===== config.mk =====
export PLATFORM = sky130hd
export DESIGN_NAME = xfc_cell
export DESIGN_NICKNAME = d
export VERILOG_FILES = /design/src/rtl/xfc_pkg.sv /design/src/rtl/xfc_decode.sv /design/src/rtl/xfc_ring.sv /design/src/rtl/xfc_waitmask.sv /design/src/rtl/xfc_cell.sv
export SDC_FILE = /design/constraint.sdc
export NUM_CORES = 1
export LEC_CHECK = 0
export BUFFER_PORTS_ARGS = -buffer_cell sky130_fd_sc_hd__buf_2
export CAP_MARGIN = 40
export CORE_UTILIZATION = 45
export CTS_BUF_LIST = sky130_fd_sc_hd__clkbuf_2 sky130_fd_sc_hd__clkbuf_4 sky130_fd_sc_hd__clkbuf_8
export DETAILED_ROUTE_END_ITERATION = 16
export GPL_TIMING_DRIVEN = 0
export PLACE_DENSITY_LB_ADDON = 0.25
export SLEW_MARGIN = 15
export SYNTH_ARGS = -nofsm -noshare
export SYNTH_HDL_FRONTEND = slang
export SYNTH_SLANG_ARGS = --single-unit

===== constraint.sdc =====
create_clock -name clk -period 7.25 [get_ports clk]
set_input_delay 0.3625 -clock clk [delete_from_list [all_inputs] [get_ports clk]]
set_output_delay 0.3625 -clock clk [all_outputs]
set_load 0.02 [all_outputs]

===== src/rtl/xfc_pkg.sv =====
package xfc_pkg;

    // view codes seen on view_i
    localparam logic [3:0] VIEW_RAW     = 4'd0;
    localparam logic [3:0] VIEW_TAG     = 4'd1;
    localparam logic [3:0] VIEW_Q_WAIT  = 4'd2;
    localparam logic [3:0] VIEW_Q_TRY   = 4'd3;

    // tag word layout
    localparam int TAG_E_BIT     = 0;
    localparam int TAG_F_BIT     = 1;
    localparam int TAG_T_BIT     = 16;
    localparam int TAG_MODE_BIT  = 17;
    localparam int TAG_FILL_LSB  = 18;
    localparam int TAG_DEPTH_LSB = 28;
    localparam int TAG_DEPTH_W   = 4;

    typedef enum logic [3:0] {
        OP_IDLE,
        OP_RAW_RD,
        OP_RAW_WR,
        OP_TAG_RD,
        OP_TAG_WR,
        OP_Q_RD,
        OP_Q_WR,
        OP_NULL_RD,
        OP_NULL_WR
    } op_e;

endpackage


===== src/rtl/xfc_decode.sv =====
module xfc_decode
    import xfc_pkg::*;
(
    input  logic [3:0] view_i,
    input  logic       rd_i,
    input  logic       wr_i,
    output op_e        op_o,
    output logic       wait_o
);

    always_comb begin
        op_o   = OP_IDLE;
        wait_o = 1'b0;
        if (rd_i || wr_i) begin
            unique case (view_i)
                VIEW_RAW:    op_o = rd_i ? OP_RAW_RD : OP_RAW_WR;
                VIEW_TAG:    op_o = rd_i ? OP_TAG_RD : OP_TAG_WR;
                VIEW_Q_WAIT: begin
                    op_o   = rd_i ? OP_Q_RD : OP_Q_WR;
                    wait_o = 1'b1;
                end
                VIEW_Q_TRY:  op_o = rd_i ? OP_Q_RD : OP_Q_WR;
                default:     op_o = rd_i ? OP_NULL_RD : OP_NULL_WR;
            endcase
        end
    end

endmodule


===== src/rtl/xfc_ring.sv =====
module xfc_ring #(
    parameter int DEPTH = 4,
    parameter int DW    = 64,
    localparam int AW   = (DEPTH > 1) ? $clog2(DEPTH) : 1
) (
    input  logic          clk,
    input  logic          rst_n,
    input  logic          we_i,
    input  logic [AW-1:0] waddr_i,
    input  logic [DW-1:0] wdata_i,
    input  logic [AW-1:0] raddr_i,
    output logic [DW-1:0] rdata_o
);

    logic [DW-1:0] slot_q [DEPTH];

    for (genvar g = 0; g < DEPTH; g++) begin : g_slot
        always_ff @(posedge clk or negedge rst_n) begin
            if (!rst_n) begin
                slot_q[g] <= '0;
            end else if (we_i && waddr_i == AW'(g)) begin
                slot_q[g] <= wdata_i;
            end
        end
    end

    assign rdata_o = slot_q[raddr_i];

endmodule


===== src/rtl/xfc_waitmask.sv =====
module xfc_waitmask #(
    parameter int NREQ = 8,
    localparam int IDW = (NREQ > 1) ? $clog2(NREQ) : 1
) (
    input  logic            clk,
    input  logic            rst_n,
    input  logic            set_i,
    input  logic [IDW-1:0]  set_id_i,
    input  logic            clr_i,
    output logic [NREQ-1:0] mask_o
);

    for (genvar g = 0; g < NREQ; g++) begin : g_bit
        always_ff @(posedge clk or negedge rst_n) begin
            if (!rst_n) begin
                mask_o[g] <= 1'b0;
            end else if (clr_i) begin
                mask_o[g] <= 1'b0;
            end else if (set_i && set_id_i == IDW'(g)) begin
                mask_o[g] <= 1'b1;
            end
        end
    end

endmodule


===== src/rtl/xfc_cell.sv =====
module xfc_cell
    import xfc_pkg::*;
#(
    parameter int DEPTH = 4,
    parameter int NREQ  = 8,
    parameter int DW    = 64,
    localparam int IDW  = (NREQ > 1) ? $clog2(NREQ) : 1
) (
    input  logic            clk,
    input  logic            rst_n,
    input  logic [3:0]      view_i,
    input  logic            rd_i,
    input  logic            wr_i,
    input  logic [DW-1:0]   wdata_i,
    input  logic [IDW-1:0]  req_id_i,
    output logic [DW-1:0]   rdata_o,
    output logic            blocked_o,
    output logic            wake_o,
    output logic [NREQ-1:0] wake_mask_o
);

    localparam int AW = (DEPTH > 1) ? $clog2(DEPTH) : 1;
    localparam int PW = AW + 1;
    localparam logic [PW-1:0] FULL_CNT = PW'(DEPTH);

    // tag state
    logic [PW-1:0] fill_q, fill_d;
    logic [AW-1:0] out_q, out_d;
    logic          flag_e_q, flag_e_d;
    logic          flag_f_q, flag_f_d;
    logic          flag_t_q, flag_t_d;

    // decode
    op_e  op;
    logic is_wait;

    // storage and waiters
    logic          ring_we;
    logic [AW-1:0] ring_waddr;
    logic [DW-1:0] ring_rdata;
    logic          wait_set, wait_clr;
    logic [NREQ-1:0] waiters;

    // response next values
    logic [DW-1:0] rsp_data_d;
    logic          rsp_blk_d;
    logic          rsp_wake_d;
    logic [DW-1:0] tag_word;

    xfc_decode u_decode (
        .view_i (view_i),
        .rd_i   (rd_i),
        .wr_i   (wr_i),
        .op_o   (op),
        .wait_o (is_wait)
    );

    xfc_ring #(.DEPTH(DEPTH), .DW(DW)) u_ring (
        .clk     (clk),
        .rst_n   (rst_n),
        .we_i    (ring_we),
        .waddr_i (ring_waddr),
        .wdata_i (wdata_i),
        .raddr_i (out_q),
        .rdata_o (ring_rdata)
    );

    xfc_waitmask #(.NREQ(NREQ)) u_wait (
        .clk      (clk),
        .rst_n    (rst_n),
        .set_i    (wait_set),
        .set_id_i (req_id_i),
        .clr_i    (wait_clr),
        .mask_o   (waiters)
    );

    always_comb begin
        tag_word                                = '0;
        tag_word[TAG_E_BIT]                     = flag_e_q;
        tag_word[TAG_F_BIT]                     = flag_f_q;
        tag_word[TAG_T_BIT]                     = flag_t_q;
        tag_word[TAG_MODE_BIT]                  = 1'b1;
        tag_word[TAG_FILL_LSB +: PW]            = fill_q;
        tag_word[TAG_DEPTH_LSB +: TAG_DEPTH_W]  = TAG_DEPTH_W'(AW);
    end

    // next-state logic for the tag, storage and waiters
    always_comb begin
        fill_d     = fill_q;
        out_d      = out_q;
        flag_e_d   = flag_e_q;
        flag_f_d   = flag_f_q;
        flag_t_d   = flag_t_q;
        ring_we    = 1'b0;
        ring_waddr = out_q;
        wait_set   = 1'b0;
        wait_clr   = 1'b0;
        rsp_data_d = '0;
        rsp_blk_d  = 1'b0;
        rsp_wake_d = 1'b0;

        unique case (op)
            OP_RAW_RD: rsp_data_d = ring_rdata;
            OP_RAW_WR: begin
                if (fill_q != '0) begin
                    ring_we    = 1'b1;
                    ring_waddr = out_q + fill_q[AW-1:0] - AW'(1);
                end
            end
            OP_TAG_RD: rsp_data_d = tag_word;
            OP_TAG_WR: begin
                flag_t_d = wdata_i[TAG_T_BIT];
                flag_e_d = wdata_i[TAG_E_BIT];
                flag_f_d = wdata_i[TAG_F_BIT];
                if (wdata_i[TAG_E_BIT]) begin
                    fill_d = '0;
                end
            end
            OP_Q_RD: begin
                flag_f_d = 1'b0;
                if (is_wait && flag_e_q) begin
                    rsp_blk_d = 1'b1;
                    wait_set  = 1'b1;
                end else begin
                    if (waiters != '0) begin
                        rsp_wake_d = 1'b1;
                        wait_clr   = 1'b1;
                    end
                    if (fill_q != '0) begin
                        rsp_data_d = ring_rdata;
                        out_d      = out_q + AW'(1);
                        fill_d     = fill_q - PW'(1);
                    end
                    if (fill_d == '0) begin
                        flag_e_d = 1'b1;
                    end
                end
            end
            OP_Q_WR: begin
                flag_e_d = 1'b0;
                if (is_wait && flag_f_q) begin
                    rsp_blk_d = 1'b1;
                    wait_set  = 1'b1;
                end else begin
                    if (waiters != '0) begin
                        rsp_wake_d = 1'b1;
                        wait_clr   = 1'b1;
                    end
                    if (fill_q < FULL_CNT) begin
                        ring_we    = 1'b1;
                        ring_waddr = out_q + fill_q[AW-1:0];
                        fill_d     = fill_q + PW'(1);
                    end
                    if (fill_d == FULL_CNT) begin
                        flag_f_d = 1'b1;
                    end
                end
            end
            default: ;
        endcase
    end

    // tag register
    always_ff @(posedge clk or negedge rst_n) begin
        if (!rst_n) begin
            fill_q   <= '0;
            out_q    <= '0;
            flag_e_q <= 1'b1;
            flag_f_q <= 1'b0;
            flag_t_q <= 1'b0;
        end else begin
            fill_q   <= fill_d;
            out_q    <= out_d;
            flag_e_q <= flag_e_d;
            flag_f_q <= flag_f_d;
            flag_t_q <= flag_t_d;
        end
    end

    // response register
    always_ff @(posedge clk or negedge rst_n) begin
        if (!rst_n) begin
            rdata_o     <= '0;
            blocked_o   <= 1'b0;
            wake_o      <= 1'b0;
            wake_mask_o <= '0;
        end else begin
            rdata_o     <= rsp_data_d;
            blocked_o   <= rsp_blk_d;
            wake_o      <= rsp_wake_d;
            wake_mask_o <= rsp_wake_d ? waiters : '0;
        end
    end

endmodule


Word level (Yosys, flattened, before mapping)
Cells that the tools add are included. W data, S select, Z words.

Flip-flop bits (word level): 346. Bits in latches: 0. Bits in writable memories: 0. Memory bits (read-only): 0. Input bits: 75. Output and inout bits: 74. Memories kept: 0.

Add/sub/neg operators: 5. Multipliers: 0. Div/mod/pow operators: 0. Order comparisons: 2. Eq/ne operators: 25. Shifts and indexed selects: 0. Mux-type cells: 62. Bitwise gates (word level): 2. Reduce and logical (&&, ||, !) cells: 35.

Operators with widths (count): $mux W64 (4); $pmux W64 S3 (1); $bmux W64 S2 (1); $mux W1 (30); $mux W3 (10); $eq A4 B2 Y1 const B (4); $reduce_bool A2 Y1 (8); $eq A3 B3 Y1 const B (5); $logic_and A1 B1 Y1 (14); $eq A4 B3 Y1 const B (3); $pmux W4 S3 (1); $mux W2 (5); $ne A2 B2 Y1 const B (5); $pmux W3 S3 (1); $reduce_and A3 Y1 (3); $eq A4 B1 Y1 const B (2); $mux W4 (2); $mux W8 (1); $reduce_bool A8 Y1 (1); $eq A3 B2 Y1 const B (2); $logic_not A3 Y1 (2); $pmux W1 S2 (3); $pmux W1 S3 (2); $reduce_bool A3 Y1 (2); 18 further kinds (19).

Depth between registers and ports, before layout
Depth in word-level cells: 10. Gate-level depth with buffers: 9. Depth with buffers taken out: 7.

Cells and area by module
A second synthesis with hierarchy kept.

Cell total of the unflattened synthesis: 914. Area, all modules: 14715.4 sq um.

Modules (own cells, without submodules): xfc_ring (times used 1, cells each 621, area each 11109.4 sq um, seq. area each 6406.1 sq um); xfc_cell (times used 1, cells each 249, area each 3174.3 sq um, seq. area each 2053.2 sq um); xfc_waitmask (times used 1, cells each 32, area each 347.8 sq um, seq. area each 200.2 sq um); xfc_decode (times used 1, cells each 12, area each 83.8 sq um, seq. area each 0.0 sq um).

Worst setup path before layout
Ideal clock, no wire load.

Kind: flip-flop to flip-flop. Start point: register fill_q[0]. End point: register u_ring.slot_q[196] (netlist bit). Library setup time: 0.125 ns. Data arrival time: 2.607 ns. Data required time: 7.125 ns. Setup slack: 4.518 ns. Cell stages (with the launch flop): 8. Clock period less this slack: 2.732 ns. Cell sequence: dfrtp_1 ha_1 xnor2_1 a311oi_1 mux2_2 a211oi_4 buf_6 mux2_2.

Cells in the longest elaborated chain, start to end: 6. Elaborated cells between the ends (all ways): 14. Classes of those cells: 2 x add/sub; 1 x order compare; 8 x mux; 3 x reduce/logical.

RTL lines: start: declaration (line xfc_cell.sv:27) `logic [PW-1:0] fill_q, fill_d;`; start signal: assignment (line xfc_cell.sv:172) `fill_q <= fill_d;`; $add A2 B2 Y2 / $lt A3 B3 Y1 (equally long branches) (line xfc_cell.sv:107, xfc_cell.sv:151, xfc_cell.sv:149); $sub A2 B1 Y2 / $mux W2 (equally long branches) (line xfc_cell.sv:107, xfc_cell.sv:149); $mux W2, on equally long branches (line xfc_cell.sv:105, xfc_cell.sv:141); $pmux W2 S2 (line xfc_cell.sv:102) `unique case (op)`; $logic_not A2 Y1 (line xfc_ring.sv:21) `end else if (we_i && waddr_i == AW'(g)) begin`; $logic_and A1 B1 Y1 (*) (line xfc_ring.sv:21); end signal: indexed assignment (line xfc_ring.sv:22) `slot_q[g] <= wdata_i;`; end: declaration (line xfc_ring.sv:15) `logic [DW-1:0] slot_q [DEPTH];`.

Mark *: on every way between the ends. The rest lies on a longest branch, timed or not. A chain may end at the register's enable or synchronous reset.

Final worst setup path
Start point: register fill_q[0]. End point: register u_ring.slot_q[133] (netlist bit).

Cells in the longest elaborated chain, start to end: 6. Elaborated cells between the ends (all ways): 14. Classes of those cells: 2 x add/sub; 1 x order compare; 1 x eq/ne; 8 x mux; 2 x reduce/logical.

RTL lines (line): $add A2 B2 Y2 / $lt A3 B3 Y1 (equally long branches) (xfc_cell.sv:107, xfc_cell.sv:151, xfc_cell.sv:149); $sub A2 B1 Y2 / $mux W2 (equally long branches) (xfc_cell.sv:107, xfc_cell.sv:149); $mux W2, on equally long branches (xfc_cell.sv:105, xfc_cell.sv:141); $pmux W2 S2 (xfc_cell.sv:102); $eq A2 B1 Y1 (xfc_ring.sv:21); $logic_and A1 B1 Y1 (*) (xfc_ring.sv:21).

Marked as above.

==> metrics <==
outcome finished clean; clk_lat worst skew approximately 0.60 ns; R2R setup slack 4.04 ns; max-cap violations 0; Setup CP Type reg -> reg; layout cells sized above 1 50.5%; CP delay by family, top multiplexers; critical path's most frequent cell mux2_2; fin util between 50 and 60%; Wirelength per Cell approximately 20 um; vias per cell about 5.2; routed via count roughly 8,500; crit-path max FO 10; Synth Net Count between 900 and 1,000; Clock Pin Slew Worst Setup and Hold Paths approximately 0.06 ns; 1st-iter DRT viols about 360; Comb power frac 28.4%; Final setup violation count 0; vias in the first global route around 9,100; most frequent cells in the layout 345 x dfrtp_1, 184 x mux2_2, 148 x buf_2; Post-Place Setup Slack roughly 4.0 ns; Residual DRC 0; crit share post-route 44.2%; core area 32,500 um^2; register area share after synthesis 58.2%; power per cell area roughly 370 nW/um^2; Internal approximately 4.8 mW; crit path launch fill_q[0]$_DFFE_PN0P_; commonest non-fill, non-tap cell in the layout dfrtp_1; Clock Sinks approximately 350; die height between 150 and 200 um; CP cell instances ha_1 -> xnor2_1 -> a311oi_1 -> mux2_2 -> nor3_4 -> buf_6 -> mux2_2; CP Data Required Time between 7 and 8 ns; post-DP HPWL roughly 21,000 um; Flop pwr share about 45%; RSZ-0062 raised after global routing false; Critical Path Sink u_ring.slot_q[133]$_DFFE_PN0P_; Final Skew between 0.02 and 0.025 ns; YS warnings 0; mean post-synth cell area 16.3 um^2; EDFF count, synth 0; Peak VDD IR roughly 180 uV; final hold vios 0; CP Capture Type register; clk buf depth 3; FF+latch count, synth between 300 and 400; Worst path slowest cell nor3_4; arrival time at the worst endpoint about 3.7 ns; pin count of the biggest net entering global routing slightly below 100; worst flop-to-flop path startpoint fill_q[0]$_DFFE_PN0P_; nets 1,229; final WL between 30,000 and 40,000 um; Total Routing Usage GR approximately a fifth; NetSw roughly 1.8 mW; CTS Root Cell clkbuf_8; final worst slack roughly 4.0 ns; Netlist Area Pre-Place approximately 15,000 um^2; WP buf/inv 1; first-pass iteration count of the detailed router 4; I/O pin total about 150; first-pass GRT wire length 51,100 um; cts repair resizes 0; top_reg_cell synth dfrtp_1; Slew Limit Fails 0; Sw Share 27.0%; Congestion Overflow GR 0; Slew headroom between 40% and 50%; Min Clock Period, post-route approximately 3.2 ns; r2r worst-path depth 7; Leak Pwr about 8.7 nW; die area approximately 34,000 um^2; total CTS buffers 56; Initial Util 45.7%; CTS tree done; post-synthesis cell type count between 50 and 60; fmax roughly 310 MHz; Placer Congestion 0.808; Antenna Nets Post-Route 0; Cells after Synth a little over 900; H-tree levels 2; RR Endpoint u_ring.slot_q[133]$_DFFE_PN0P_; Port-buffer cells around 150; Stages on worst setup path 7; initial antenna violation count 6; Rows 66; Die X between 150 and 200 um; CP max stage delay 0.68 ns; crit start category register; FFs w/ async S/R, synth 100%; synthesis-to-layout area growth 19.5%; Worst Tran Pin Value ~0.84 ns; Hold Crit Class in -> reg; clock power share a little over a quarter
==> worst register-to-register path, stage by stage, from the launching register on <==
cell and delay, ns:
dfrtp_1 0.49, ha_1 0.28, xnor2_1 0.13, a311oi_1 0.43, mux2_2 0.44, nor3_4 0.68
buf_6 0.27, mux2_2 0.36
==> sequential cells by signal, summed over array words and instances (netlist names) <==
name / count
blocked_o: 1
fill_q: 3
flag_e_q: 1
flag_f_q: 1
flag_t_q: 1
out_q: 2
rdata_o: 64
u_ring.slot_q: 256
u_wait.mask_o: 8
wake_mask_o: 8
wake_o: 1
==> worst min-delay path by stage <==
stage	to	slack (ns)	depth (start not counted)	from
after floorplan	blocked_o$_DFF_PN0_	0.07	0	rst_n
after global placement	u_ring.slot_q[139]$_DFFE_PN0P_	0.46	1	u_ring.slot_q[139]$_DFFE_PN0P_
after detailed placement	wake_mask_o[4]$_DFF_PN0_	0.40	1	rst_n
after CTS	u_ring.slot_q[131]$_DFFE_PN0P_	0.0001	2	wdata_i[3]
after global routing	u_ring.slot_q[131]$_DFFE_PN0P_	0.006	2	wdata_i[3]
final	u_ring.slot_q[217]$_DFFE_PN0P_	0.05	2	wdata_i[25]
==> kinds of logic (layout without fill, tap and decap cells) <==
family	Yosys count	after routing	share of synthesized area, %
compound gates	52	52	2.70
xor+xnor	4	4	0.328
fa+ha+maj	4	4	0.337
buf+inv	58	337	2.58
flops	346	346	58.2
mux	325	325	30.9
other cells	0	4	0
simple gates	124	124	4.88
==> area by class of cell <==
| type | count | area, um^2 |
|---|---|---|
| Clock inverter | 4 | 23.8 |
| Fill cell | 2758 | 14800 |
| Clock buffer | 96 | 1180 |
| Multi-Input combinational cell | 509 | 5830 |
| Buffer | 50 | 354 |
| Timing Repair Buffer | 179 | 1130 |
| Antenna cell | 4 | 10.0 |
| Tap cell | 442 | 553 |
| Inverter | 8 | 30.0 |
| Sequential cell | 346 | 8660 |
==> metrics by stage <==
step	power (mW)	instances	TNS (ns)	hold WS, ns	area (um^2)
detailed placement	4.82	1515	0	0.402	16400
global route	6.92	1638	0	0.00576	17800
global placement	4.70	1503	-305.56	0.464	16200
finish	6.54	1638	0	0.0456	17800
floorplan	4.29	913	0	0.0669	14900
CTS	6.63	1633	0	0.000108	17800
==> routing by layer <==
| layer | GRT usage (%) | up-vias | share of wire (%) |
|---|---|---|---|
| li1 | - | 3837 | - |
| met1 | 27.4 | 4429 | 45 |
| met2 | 31.4 | 211 | 47 |
| met3 | 4.56 | 45 | 5.5 |
| met4 | 6.13 | 2 | 1.7 |
| met5 | 0 | - | 0.025 |
==> synth_stat cells, drive strengths merged, types with 3 or more instances <==
cell    number  area (um^2)
a211oi       3         35.0
a21oi        8         51.3
a22o         7         61.3
a31oi        9         56.3
and2        57          357
buf         27          268
clkbuf      23         86.3
dfrtp      345         8630
ha           4         50.1
inv          8         30.0
mux2       258         3130
mux2i        3         30.0
mux4        64         1440
nand2        6         22.5
nand3        3         15.0
nor2        19         71.3
nor2b       13         81.3
nor3         9         56.3
nor4         4         25.0
o21ai        6         30.0
==> timing repair <==
item,4_1_cts,5_1_grt
setup endpoints to repair,0,0
hold buffers,18,0
endpoints found under the hold margin,123,0
setup buffers,0,0
==> power groups by stage <==
| stage | Combinational (mW) | Clock (mW) | Sequential, mW |
|---|---|---|---|
| after CTS | 1.89 | 1.82 | 2.92 |
| after global routing | 2.01 | 1.91 | 3.00 |
| final | 1.86 | 1.76 | 2.92 |
| after global placement | 1.77 | 0 | 2.93 |
| after detailed placement | 1.87 | 0 | 2.95 |
| after floorplan | 1.43 | 0 | 2.86 |
No activity file was read; power rests on OpenSTA's default activity.
